$ cat config.mk
export PLATFORM = sky130hd
export DESIGN_NAME = rxtag_uart
export DESIGN_NICKNAME = d
export VERILOG_FILES = /design/src/rtl/rxtag_pkg.sv /design/src/rtl/rxtag_deser.sv /design/src/rtl/rxtag_buf.sv /design/src/rtl/rxtag_flags.sv /design/src/rtl/rxtag_uart.sv
export SDC_FILE = /design/constraint.sdc
export NUM_CORES = 1
export LEC_CHECK = 0
export BUFFER_PORTS_ARGS = -buffer_cell sky130_fd_sc_hd__buf_2
export CORE_ASPECT_RATIO = 0.7
export CORE_MARGIN = 4
export CORE_UTILIZATION = 25
export CTS_BUF_LIST = sky130_fd_sc_hd__clkbuf_4 sky130_fd_sc_hd__clkbuf_8 sky130_fd_sc_hd__clkbuf_16
export DETAILED_ROUTE_END_ITERATION = 10
export GPL_TIMING_DRIVEN = 0
export PLACE_DENSITY = 0.5
export SYNTH_ARGS = -nofsm -noshare
export SYNTH_HDL_FRONTEND = slang
export SYNTH_SLANG_ARGS = --single-unit
$ cat constraint.sdc
create_clock -name clk -period 3.5 [get_ports clk]
set_clock_uncertainty 0.1 [all_clocks]
set_input_delay 0.7 -clock clk [delete_from_list [all_inputs] [get_ports clk]]
set_output_delay 0.7 -clock clk [all_outputs]
set_load 0.02 [all_outputs]
$ cat src/rtl/rxtag_pkg.sv
// Package: shared constants and types for the tagged serial receiver.
// Assumes: data field no wider than 9 bits, read word 16 bits wide.
package rxtag_pkg;
    localparam int DATA_W   = 9;
    localparam int RW_W     = 16;
    localparam int BITS_W   = $clog2(DATA_W + 1);
    localparam int FLAG_W   = 5;
    localparam int FLAG_RXV = 2;
    localparam int FLAG_OVF = 4;

    typedef enum logic [2:0] {
        S_IDLE, S_START, S_DATA, S_PAR, S_STOP, S_WAITHI
    } rx_state_e;

    typedef enum logic [1:0] {
        PAR_NONE = 2'b00,
        PAR_EVEN = 2'b01,
        PAR_ODD  = 2'b10,
        PAR_RSVD = 2'b11
    } par_mode_e;

    typedef struct packed {
        logic              ferr;
        logic              perr;
        logic [DATA_W-1:0] data;
    } rx_word_t;
endpackage

$ cat src/rtl/rxtag_deser.sv
// Module: rxtag_deser
// Turns the serial line into words. It synchronizes the line, confirms the
// start bit at mid-bit, samples data and parity at bit centres and checks
// the first stop bit. It emits a one-cycle push with the tagged word.
// Assumes: tick arrives OSR times per bit; en low aborts any frame.
module rxtag_deser
    import rxtag_pkg::*;
#(
    parameter int OSR = 16
) (
    input  logic              clk,
    input  logic              rst_n,
    input  logic              en,
    input  logic              tick,
    input  logic              rx_in,
    input  logic [BITS_W-1:0] cfg_bits,
    input  logic [1:0]        cfg_par,
    output logic              word_push,
    output rx_word_t          word_out
);
    localparam int CNT_W = $clog2(OSR);
    localparam logic [CNT_W-1:0] MID  = CNT_W'(OSR / 2 - 1);
    localparam logic [CNT_W-1:0] LAST = CNT_W'(OSR - 1);

    logic [1:0]        sync_q;
    logic              rx_s;
    rx_state_e         state_q;
    logic [CNT_W-1:0]  tcnt_q;
    logic [BITS_W-1:0] bidx_q;
    logic [DATA_W-1:0] shreg_q;
    logic              pacc_q;
    logic              perr_q;
    logic [BITS_W-1:0] nb_eff;
    logic              par_on;
    logic              par_odd;

    assign rx_s = sync_q[1];

    // Clamp the configured data length into the supported range.
    always_comb begin
        if (cfg_bits > BITS_W'(DATA_W))
            nb_eff = BITS_W'(DATA_W);
        else if (cfg_bits == '0)
            nb_eff = BITS_W'(1);
        else
            nb_eff = cfg_bits;
        par_on  = (cfg_par == PAR_EVEN) || (cfg_par == PAR_ODD);
        par_odd = (cfg_par == PAR_ODD);
    end

    // Two-flop synchronizer on the line, reset to the idle level.
    always_ff @(posedge clk) begin
        if (!rst_n) sync_q <= 2'b11;
        else        sync_q <= {sync_q[0], rx_in};
    end

    // Frame state machine, advanced on each oversampling tick.
    always_ff @(posedge clk) begin
        if (!rst_n) begin
            state_q <= S_IDLE;
            tcnt_q  <= '0;
            bidx_q  <= '0;
            shreg_q <= '0;
            pacc_q  <= 1'b0;
            perr_q  <= 1'b0;
        end else if (!en) begin
            state_q <= S_IDLE;
            tcnt_q  <= '0;
        end else if (tick) begin
            case (state_q)
                S_IDLE: begin
                    tcnt_q <= '0;
                    if (!rx_s) state_q <= S_START;
                end
                S_START: begin
                    if (tcnt_q == MID) begin
                        tcnt_q <= '0;
                        if (!rx_s) begin
                            state_q <= S_DATA;
                            bidx_q  <= '0;
                            shreg_q <= '0;
                            pacc_q  <= 1'b0;
                            perr_q  <= 1'b0;
                        end else begin
                            state_q <= S_IDLE;
                        end
                    end else begin
                        tcnt_q <= tcnt_q + 1'b1;
                    end
                end
                S_DATA: begin
                    if (tcnt_q == LAST) begin
                        tcnt_q          <= '0;
                        shreg_q[bidx_q] <= rx_s;
                        pacc_q          <= pacc_q ^ rx_s;
                        if (bidx_q == nb_eff - 1'b1)
                            state_q <= par_on ? S_PAR : S_STOP;
                        else
                            bidx_q <= bidx_q + 1'b1;
                    end else begin
                        tcnt_q <= tcnt_q + 1'b1;
                    end
                end
                S_PAR: begin
                    if (tcnt_q == LAST) begin
                        tcnt_q  <= '0;
                        perr_q  <= par_odd ? ~(pacc_q ^ rx_s) : (pacc_q ^ rx_s);
                        state_q <= S_STOP;
                    end else begin
                        tcnt_q <= tcnt_q + 1'b1;
                    end
                end
                S_STOP: begin
                    if (tcnt_q == LAST) begin
                        tcnt_q  <= '0;
                        state_q <= rx_s ? S_IDLE : S_WAITHI;
                    end else begin
                        tcnt_q <= tcnt_q + 1'b1;
                    end
                end
                S_WAITHI: begin
                    tcnt_q <= '0;
                    if (rx_s) state_q <= S_IDLE;
                end
                default: state_q <= S_IDLE;
            endcase
        end
    end

    // Emit the word at the centre of the first stop bit.
    always_comb begin
        word_push     = en && tick && (state_q == S_STOP) && (tcnt_q == LAST);
        word_out.ferr = ~rx_s;
        word_out.perr = perr_q;
        word_out.data = shreg_q;
    end
endmodule

$ cat src/rtl/rxtag_buf.sv
// Module: rxtag_buf
// Small first-in first-out store for tagged words. A push that finds the
// store full, with no pop in the same cycle, is dropped and reported.
// Assumes: DEPTH >= 2; a pop on an empty store is ignored.
module rxtag_buf
    import rxtag_pkg::*;
#(
    parameter int DEPTH = 2
) (
    input  logic     clk,
    input  logic     rst_n,
    input  logic     push,
    input  rx_word_t word_in,
    input  logic     pop,
    output rx_word_t head,
    output logic     not_empty,
    output logic     full,
    output logic     stored,
    output logic     lost
);
    localparam int PTR_W = (DEPTH > 1) ? $clog2(DEPTH) : 1;
    localparam int CNT_W = $clog2(DEPTH + 1);
    localparam logic [PTR_W-1:0] PTR_LAST = PTR_W'(DEPTH - 1);

    rx_word_t         mem_q [DEPTH];
    logic [PTR_W-1:0] wr_q;
    logic [PTR_W-1:0] rd_q;
    logic [CNT_W-1:0] cnt_q;
    logic             do_pop;

    // Decide which of pop and push take effect this cycle.
    always_comb begin
        not_empty = (cnt_q != '0);
        full      = (cnt_q == CNT_W'(DEPTH));
        do_pop    = pop && not_empty;
        stored    = push && (!full || do_pop);
        lost      = push && !stored;
        head      = mem_q[rd_q];
    end

    // Entry storage, written only on an accepted push.
    always_ff @(posedge clk) begin
        if (!rst_n) begin
            for (int i = 0; i < DEPTH; i++) mem_q[i] <= '0;
        end else if (stored) begin
            mem_q[wr_q] <= word_in;
        end
    end

    // Pointer and occupancy bookkeeping.
    always_ff @(posedge clk) begin
        if (!rst_n) begin
            wr_q  <= '0;
            rd_q  <= '0;
            cnt_q <= '0;
        end else begin
            if (stored) wr_q <= (wr_q == PTR_LAST) ? '0 : wr_q + 1'b1;
            if (do_pop) rd_q <= (rd_q == PTR_LAST) ? '0 : rd_q + 1'b1;
            if (stored && !do_pop)      cnt_q <= cnt_q + 1'b1;
            else if (do_pop && !stored) cnt_q <= cnt_q - 1'b1;
        end
    end
endmodule

$ cat src/rtl/rxtag_flags.sv
// Module: rxtag_flags
// Sticky flag register with hardware set inputs, software set and clear
// strobes, and a masked interrupt output.
// Assumes: a set (hardware or software) wins over a clear in the same cycle.
module rxtag_flags #(
    parameter int W = 5
) (
    input  logic         clk,
    input  logic         rst_n,
    input  logic [W-1:0] hw_set,
    input  logic [W-1:0] sw_set,
    input  logic [W-1:0] sw_clr,
    input  logic [W-1:0] ien,
    output logic [W-1:0] flags,
    output logic         irq
);
    logic [W-1:0] flags_q;

    // Update the flags: clear first, then apply any set source.
    always_ff @(posedge clk) begin
        if (!rst_n) flags_q <= '0;
        else        flags_q <= (flags_q & ~sw_clr) | sw_set | hw_set;
    end

    // Drive the outputs from the register and the enable mask.
    always_comb begin
        flags = flags_q;
        irq   = |(flags_q & ien);
    end
endmodule

$ cat src/rtl/rxtag_uart.sv
// Module: rxtag_uart (top)
// Serial receiver with a two-word buffer of error-tagged words, an enable
// register driven by command pulses, and a flag/interrupt register.
// Assumes: tick16 comes from an external divider; rd_pop is a one-cycle strobe.
module rxtag_uart
    import rxtag_pkg::*;
#(
    parameter int OSR   = 16,
    parameter int DEPTH = 2
) (
    input  logic              clk,
    input  logic              rst_n,
    input  logic              tick16,
    input  logic              rx_in,
    input  logic [BITS_W-1:0] cfg_data_bits,
    input  logic [1:0]        cfg_parity,
    input  logic              cmd_rx_on,
    input  logic              cmd_rx_off,
    input  logic              rd_pop,
    output logic [RW_W-1:0]   rd_word,
    output logic              rx_valid,
    input  logic [FLAG_W-1:0] flag_set,
    input  logic [FLAG_W-1:0] flag_clr,
    input  logic [FLAG_W-1:0] irq_en,
    output logic [FLAG_W-1:0] flags,
    output logic              irq
);
    localparam int PAD_W = RW_W - 2 - DATA_W;

    logic              rx_on_q;
    logic              word_push;
    rx_word_t          word_new;
    rx_word_t          head;
    logic              buf_full;
    logic              buf_stored;
    logic              buf_lost;
    logic [FLAG_W-1:0] hw_set;

    // Receive enable register; a disable pulse has priority.
    always_ff @(posedge clk) begin
        if (!rst_n)          rx_on_q <= 1'b0;
        else if (cmd_rx_off) rx_on_q <= 1'b0;
        else if (cmd_rx_on)  rx_on_q <= 1'b1;
    end

    rxtag_deser #(.OSR(OSR)) deser_i (
        .clk       (clk),
        .rst_n     (rst_n),
        .en        (rx_on_q),
        .tick      (tick16),
        .rx_in     (rx_in),
        .cfg_bits  (cfg_data_bits),
        .cfg_par   (cfg_parity),
        .word_push (word_push),
        .word_out  (word_new)
    );

    rxtag_buf #(.DEPTH(DEPTH)) buf_i (
        .clk       (clk),
        .rst_n     (rst_n),
        .push      (word_push),
        .word_in   (word_new),
        .pop       (rd_pop),
        .head      (head),
        .not_empty (rx_valid),
        .full      (buf_full),
        .stored    (buf_stored),
        .lost      (buf_lost)
    );

    // Map buffer events onto their flag positions.
    always_comb begin
        hw_set           = '0;
        hw_set[FLAG_RXV] = buf_stored;
        hw_set[FLAG_OVF] = buf_lost;
    end

    rxtag_flags #(.W(FLAG_W)) flags_i (
        .clk    (clk),
        .rst_n  (rst_n),
        .hw_set (hw_set),
        .sw_set (flag_set),
        .sw_clr (flag_clr),
        .ien    (irq_en),
        .flags  (flags),
        .irq    (irq)
    );

    // Pack the oldest word with its tags; zero when nothing is held.
    always_comb begin
        if (rx_valid) rd_word = {head.ferr, head.perr, {PAD_W{1'b0}}, head.data};
        else          rd_word = '0;
    end
endmodule

==> run_results.csv, run 1 <==
group,metric,value,unit
power_and_ir_drop,cellLeakagePower,1.50,nW
placed_design,dp_cells,527,
timing,drv_slew,0,
clock_tree,cts_resized,0,
clock_tree,cts.sink_count,57,
critical_path,crit_required,3.35,ns
timing,hold_ws,0.303,ns
yosys,synth_compound_area_share,12.6,%
timing,hold_violations,0,
die,die_h,99.2,um
yosys,ys_seq_elements,57,
finish,syn_to_final_growth,24.5,%
clock_tree,post_cts_buffers,0,
clock_tree,ctsHtreeMaxLevel,3,
detailed_routing,ant_nets,0,
grt,first_global_vias,2238,
grt,grt_util_all_layers,10.4,%
yosys,synth_top_area_cell,"dfxtp_1",
critical_path,crit_chain,"ha_1 > and4_1 > nand4_1 > a21oi_2 > inv_2 > o21ai_1",
yosys,synth-main-ff-cell,"dfxtp_1",
yosys,synthSimpleGateAreaFrac,23.1,%
finish,stdcell_count,543,
yosys,synthAdderAreaFrac,3.37,%
timing,setup_viol,0,
yosys,synth-xor-area-share,5.27,%
clock_tree,path_clk_slew,0.05,ns
die,core_area,11300,um^2
yosys,yosysUniqueCellTypes,53,
critical_path,path_class,"reg2reg",
yosys,ys_seq_area_share,45.8,%
placed_design,portBuffers,45,
worst_hold_path,min_path_type,"reg2reg",
timing,fmax,0.363,GHz
finish,final_area,3700,um^2
critical_path,worstPathArrival,2.60,ns
finish,final_cell_mix,"49 x buf_2, 39 x nor2_1, 35 x dfxtp_1",
timing,period_share,78.8,%
yosys,syn_area,2970,um^2
finish,final_util,32.7,%
clock_tree,cts_tree,"done",
critical_path,slowest_delay,0.80,ns
critical_path,end_kind,"register",
finish,drive_above_1_share,21.0,%
yosys,synth_cells,325,
detailed_routing,wl,6640,um
yosys,yosysWarnings,0,
clock_tree,clockRootBuffer,"clkbuf_16",
flow_run,cap_violations,0,
grt,grt_start_max_net_pins,12,
detailed_routing,dr.pass1.iters,4,
detailed_routing,dr_total_vias,2355,
timing,setup_tns,0,ns
detailed_routing,wl_per_cell,12.2,um
placed_design,place_congestion,0.770,
detailed_routing,drt_iter0_markers,141,
finish,diodes,0,
timing,relSlewSlack,30.8,%
detailed_routing,drc,0,
detailed_routing,met2_length,2590,um
clock_tree,cts_buffers,9,
power_and_ir_drop,finalPower,1.67,mW
die,die_w,138,um
yosys,avgSynthCellArea,9.14,um^2
power_and_ir_drop,p_per_area,452,nW/um^2
yosys,synth_top_area_share,23.6,%
detailed_routing,wl_met3,366,um
timing,tightest_slew,1.03,ns
critical_path,critPathMaxFanout,11,
detailed_routing,top_layer_used,"met4",
die,ios,51,
run_status,status,"finished, final reports clean",
timing,layout_setup_ws,0.743,ns
critical_path,start_kind,"register",
finish,nets,421,
placed_design,dp_slack,0.490,ns
clock_tree,clkLatencyLatePin,0.33,ns
die,initial_core_util,26.3,%
yosys,ys_top_cells_by_area,"dfxtp_1 24%, edfxtp_1 22%, nor2_1 4.9%",
yosys,synth_top_family_by_area,"simple AND/OR/NAND/NOR gates",
timing,min_period,2.76,ns
timing,rsz0062_at_grt,"no",
clock_tree,cts_hold_buf,0,
grt,antenna_found_initial,0,
power_and_ir_drop,ir_drop,225,uV
clock_tree,cts_max_path_buffers,2,
yosys,synth_mux_area_share,4.42,%
placed_design,dp_hpwl,4910,um
yosys,synth_edf_count,22,
grt,grt_overflow,0,
placed_design,postPlaceCellArea,3400,um^2
detailed_routing,vias_per_cell,4.34,
grt,grt_first_pass_wirelength,11400,um
die,rows,32,
yosys,async_flop_share,0,%
die,die-area,13700,um^2
finish,mostFrequentLayoutCell,"buf_2",
critical_path,crit_path_top_delay_cell,"o21ai_1",
detailed_routing,drt-met1-wl,3600,um
## cells by family (layout without fill, tap and decap cells)
| kind of cell | after synthesis | count (layout) |
|---|---|---|
| AOI/OAI and AO/OA | 63 | 63 |
| muxes | 13 | 13 |
| adders and majority gates | 8 | 8 |
| other | 1 | 5 |
| xor gates and xnor gates | 17 | 17 |
| buffers and inverters | 33 | 94 |
| DFF | 57 | 57 |
| and+or+nand+nor | 133 | 133 |
## synthesized netlist by cell type, types with 2 or more instances
| cell | n |
|---|---|
| nor2_1 | 39 |
| dfxtp_1 | 35 |
| a21oi_1 | 29 |
| nand2_1 | 28 |
| and2_1 | 23 |
| edfxtp_1 | 22 |
| mux2i_1 | 12 |
| inv_1 | 10 |
| o21ai_0 | 9 |
| xor2_1 | 9 |
| clkbuf_1 | 8 |
| ha_1 | 8 |
| nand3_1 | 8 |
| xnor2_1 | 7 |
| o21ai_1 | 6 |
| buf_4 | 5 |
| nand2b_1 | 5 |
| nor3_1 | 5 |
| and3_1 | 4 |
| buf_2 | 4 |
| nor2b_1 | 4 |
| o211ai_1 | 4 |
| inv_2 | 3 |
| nand4_1 | 3 |
| a31oi_1 | 2 |
| and3b_1 | 2 |
| o221a_2 | 2 |
| o22ai_1 | 2 |
| o31ai_1 | 2 |
| or3_1 | 2 |
## metal layers
| metal | GRT usage (%) | vias to the layer above |
|---|---|---|
| met1 | 15.1 | 1056 |
| met3 | 4.23 | 10 |
| met2 | 13.9 | 46 |
| met4 | 3.42 | 0 |
| met5 | 0 | - |
| li1 | - | 1243 |
## worst paths after layout
kind | from | endpoint | slack [ns] | cells after the start
max | deser_i.tcnt_q[0] | buf_i.mem_q[0][0] | 0.74 | 6
max reg2reg | deser_i.tcnt_q[0] | buf_i.mem_q[0][0] | 0.74 | 6
min | deser_i.sync_q[0] | deser_i.sync_q[1] | 0.30 | 1
min reg2reg | deser_i.sync_q[0] | deser_i.sync_q[1] | 0.30 | 1
## worst max-delay path: cells and delay by family, from the launching register on
kind / cells / cell delay [ns]
AOI/OAI and AO/OA: 2 / 1.12
adders and majority gates: 1 / 0.24
buffers and inverters: 1 / 0.07
DFF: 1 / 0.36
and+or+nand+nor: 2 / 0.48
## power breakdown
group          switching, mW  total (mW)  internal, mW
logic                 0.0553      0.0942        0.0390
clock network          0.315       0.863         0.548
registers            0.00679       0.714         0.707
## cell type report
type	count	area, um^2
Fill cell	1187	7590
Multi-Input combinational cell	239	1470
Sequential cell	57	1360
Clock buffer	9	225
Timing Repair Buffer	45	225
Tap cell	153	191
Buffer	19	103
Clock inverter	7	70.1
Inverter	14	52.6
## flip-flops by register name, summed over array words and instances (netlist names), 2 cells and up, named ones only
register         cells
buf_i.cnt_q          2
buf_i.mem_q         22
deser_i.state_q      3
deser_i.shreg_q      9
deser_i.bidx_q       4
flags_i.flags        5
deser_i.sync_q       2
deser_i.tcnt_q       4
(Power assumes the default switching activity.)
==> inputs of run 2 (changes only) <==
--- a/config.mk
+++ b/config.mk
@@ -5,6 +5,7 @@
 export SDC_FILE = /design/constraint.sdc
 export NUM_CORES = 1
 export LEC_CHECK = 0
+export ABC_AREA = 1
 export BUFFER_PORTS_ARGS = -buffer_cell sky130_fd_sc_hd__buf_2
 export CORE_ASPECT_RATIO = 0.7
 export CORE_MARGIN = 4
==> constraint.sdc (replaced) <==
create_clock -name clk -period 2.8 [get_ports clk]
set_clock_uncertainty 0.1 [all_clocks]
set_input_delay 0.56 -clock clk [delete_from_list [all_inputs] [get_ports clk]]
set_output_delay 0.56 -clock clk [all_outputs]
set_load 0.02 [all_outputs]
==> run 2 against run 1 <==
  * Via count increased by 11%
  * Synthesized cell count increased by 26%
  * Setup slack got worse by 0.42 ns
  * Critical path type unchanged
  * Highest routed layer unchanged
  * Cell area grew 2.8%
  * Die area up 2.2%
  * Area after synthesis rose by 2.4%
  * Largest power group unchanged
  * Clock-buffer cell count is 2 higher
  * Clock power is 36% higher
  * Critical endpoint is now buf_i.mem_q[1][2]
  * Non-clock buffer count shrank 2
  * First-iteration DRC count is 19% higher
  * Power is 37% higher
==> run_results.csv, run 2 <==
group,metric,value,unit
finish,drive_above_1_share,19.5,%
yosys,synth_mux_area_share,0,%
detailed_routing,vias_per_cell,4.16,
detailed_routing,ant_nets,0,
finish,top_register,"buf_i.mem_q",
yosys,avgSynthCellArea,7.46,um^2
critical_path,slowest_delay,0.35,ns
critical_path,critical-path-top-delay-family,"simple AND/OR/NAND/NOR gates",
timing,relSlewSlack,60.5,%
clock_tree,cts_hold_buf,0,
timing,setup_viol,0,
die,die-area,14000,um^2
placed_design,dp_hpwl,5340,um
detailed_routing,dr.pass1.iters,4,
die,die_w,140,um
clock_tree,path_clk_slew,0.05,ns
critical_path,path_buf_inv,2,
yosys,yosysWarnings,0,
placed_design,place_congestion,0.854,
die,die_h,100,um
yosys,synth_edf_count,22,
yosys,ys_seq_elements,57,
detailed_routing,wl,6940,um
power_and_ir_drop,cellInternalPower,1.76,mW
power_and_ir_drop,switchingPower,0.534,mW
critical_path,crit_required,2.68,ns
placed_design,portBuffers,45,
grt,antenna_found_initial,0,
yosys,synth_top_area_cell,"dfxtp_1",
die,ios,51,
clock_tree,clkLatencyLatePin,0.33,ns
finish,largest_reg_flops,22,
power_and_ir_drop,cellLeakagePower,1.61,nW
yosys,async_flop_share,0,%
flow_run,cap_violations,0,
grt,grt_start_max_net_pins,12,
yosys,ys_seq_area_share,44.8,%
power_and_ir_drop,ir_drop,395,uV
yosys,ys_top_cells_by_area,"dfxtp_1 23%, edfxtp_1 22%, nand2_1 10%",
critical_path,worstPathArrival,2.36,ns
die,rows,33,
yosys,synth_top_area_share,23.0,%
timing,period_share,88.6,%
timing,min_period,2.48,ns
grt,grt_overflow,0,
clock_tree,cts_max_path_buffers,2,
yosys,synth_common_cells,"84 x nand2_1, 65 x nor2_1, 52 x inv_1",
power_and_ir_drop,p_per_area,604,nW/um^2
grt,grt_util_all_layers,10.3,%
die,initial_core_util,25.8,%
critical_path,path_class,"reg2reg",
finish,final_cell_mix,"83 x nand2_1, 65 x nor2_1, 52 x inv_1",
finish,final_util,32.2,%
detailed_routing,wl_per_cell,11.0,um
detailed_routing,drc,0,
clock_tree,post_cts_buffers,0,
detailed_routing,dr_total_vias,2619,
finish,diodes,0,
yosys,synth-main-ff-cell,"dfxtp_1",
detailed_routing,drt_iter0_markers,168,
critical_path,start_kind,"register",
clock_tree,clockRootBuffer,"clkbuf_16",
die,core_area,11800,um^2
run_status,status,"finished, final reports clean",
critical_path,crit_path_top_delay_cell,"nand2_1",
yosys,yosysMostFrequentCell,"nand2_1",
timing,rsz0062_at_grt,"no",
yosys,synth-xor-area-share,0.864,%
timing,tightest_slew,0.593,ns
timing,setup_tns,0,ns
power_and_ir_drop,power.share.switching,23.3,%
critical_path,end_kind,"register",
yosys,synth_top_family_by_area,"simple AND/OR/NAND/NOR gates",
clock_tree,cts_resized,0,
power_and_ir_drop,comb_power_share,9.4,%
worst_hold_path,min_path_type,"in2reg",
yosys,synthSimpleGateAreaFrac,28.5,%
yosys,syn_area,3040,um^2
yosys,yosysUniqueCellTypes,32,
clock_tree,cts_buffers,9,
clock_tree,cts_tree,"done",
yosys,synthAdderAreaFrac,3.29,%
finish,mostFrequentLayoutCell,"nand2_1",
power_and_ir_drop,seqPwrFrac,39.4,%
grt,grt_first_pass_wirelength,11600,um
timing,fmax,0.403,GHz
finish,syn_to_final_growth,25.0,%
yosys,synth_compound_area_share,12.6,%
timing,hold_violations,0,
critical_path,crit_chain,"ha_1 > nand3_1 > nor3_2 > nand2_1 > inv_1 > nand3_1 > buf_2 > nand2_1",
clock_tree,ctsHtreeMaxLevel,3,
timing,drv_slew,0,
yosys,synth_cells,408,
power_and_ir_drop,pwr-share-clk,51.1,%
finish,nets,504,
clock_tree,cts.sink_count,57,
critical_path,critPathMaxFanout,11,
grt,first_global_vias,2424,
## run 2: cell types whose count changed in the layout (fill, tap and decap cells not counted), sizes merged, moves of 13 or more
cell / before / now
nand2: 28 / 89
inv: 14 / 55
nor2: 40 / 69
and2: 23 / 0
a21oi: 30 / 45
nand3: 8 / 21
## run 2: final cells by class
cell class	instances	area, um^2
Timing Repair Buffer	45	225
Clock inverter	5	80.1
Clock buffer	11	240
Tap cell	157	196
Sequential cell	57	1360
Fill cell	1313	8010
Inverter	56	210
Multi-Input combinational cell	282	1400
Buffer	17	88.8
## run 2: power by group through the flow
stage	Sequential [mW]	Combinational (mW)	Clock [mW]
2_1_floorplan	0.923	0.142	0
3_3_place_gp	0.921	0.217	0
3_5_place_dp	0.922	0.218	0
4_1_cts	0.905	0.219	1.21
5_1_grt	0.907	0.246	1.24
6_report	0.905	0.217	1.17
## run 2: through the flow
step	hold WS (ns)	setup WS, ns	instance area (um^2)	total power [mW]	std cells
detailed placement	0.300	0.224	3480	1.14	614
floorplan	0.293	0.631	3060	1.06	412
global placement	0.298	0.259	3480	1.14	614
global route	0.284	0.0467	3800	2.39	630
finish	0.285	0.320	3800	2.29	630
CTS	0.271	0.214	3800	2.33	630
## run 2: worst reg2reg max path, delay by kind of cell (launching register included)
kind,cells,cell delay [ns]
adders and majority gates,1,0.20
buffers and inverters,2,0.31
DFF,1,0.34
and+or+nand+nor,5,1.19
## run 2: layer usage
metal / GRT usage [%] / routed length [um]
met1: 15.0 / 3750
met2: 13.9 / 2700
met3: 3.43 / 376
met4: 4.24 / 120
met5: 0 / 0
## run 2: cell families (layout without fill, tap and decap cells)
group,after synthesis,after routing
simple gates,194,194
buf+inv,73,134
compound gates,72,72
flops,57,57
fa+ha+maj,8,8
xor+xnor,3,3
other cells,1,5
## run 2: final timing paths
check                                        from                 to  slack (ns)  cells past startpoint
worst min-delay path                   cmd_rx_off            rx_on_q        0.29                      2
worst max-delay path            deser_i.tcnt_q[0]  buf_i.mem_q[1][2]        0.32                      8
worst min register to register  deser_i.sync_q[0]  deser_i.sync_q[1]        0.31                      1
worst max register to register  deser_i.tcnt_q[0]  buf_i.mem_q[1][2]        0.32                      8
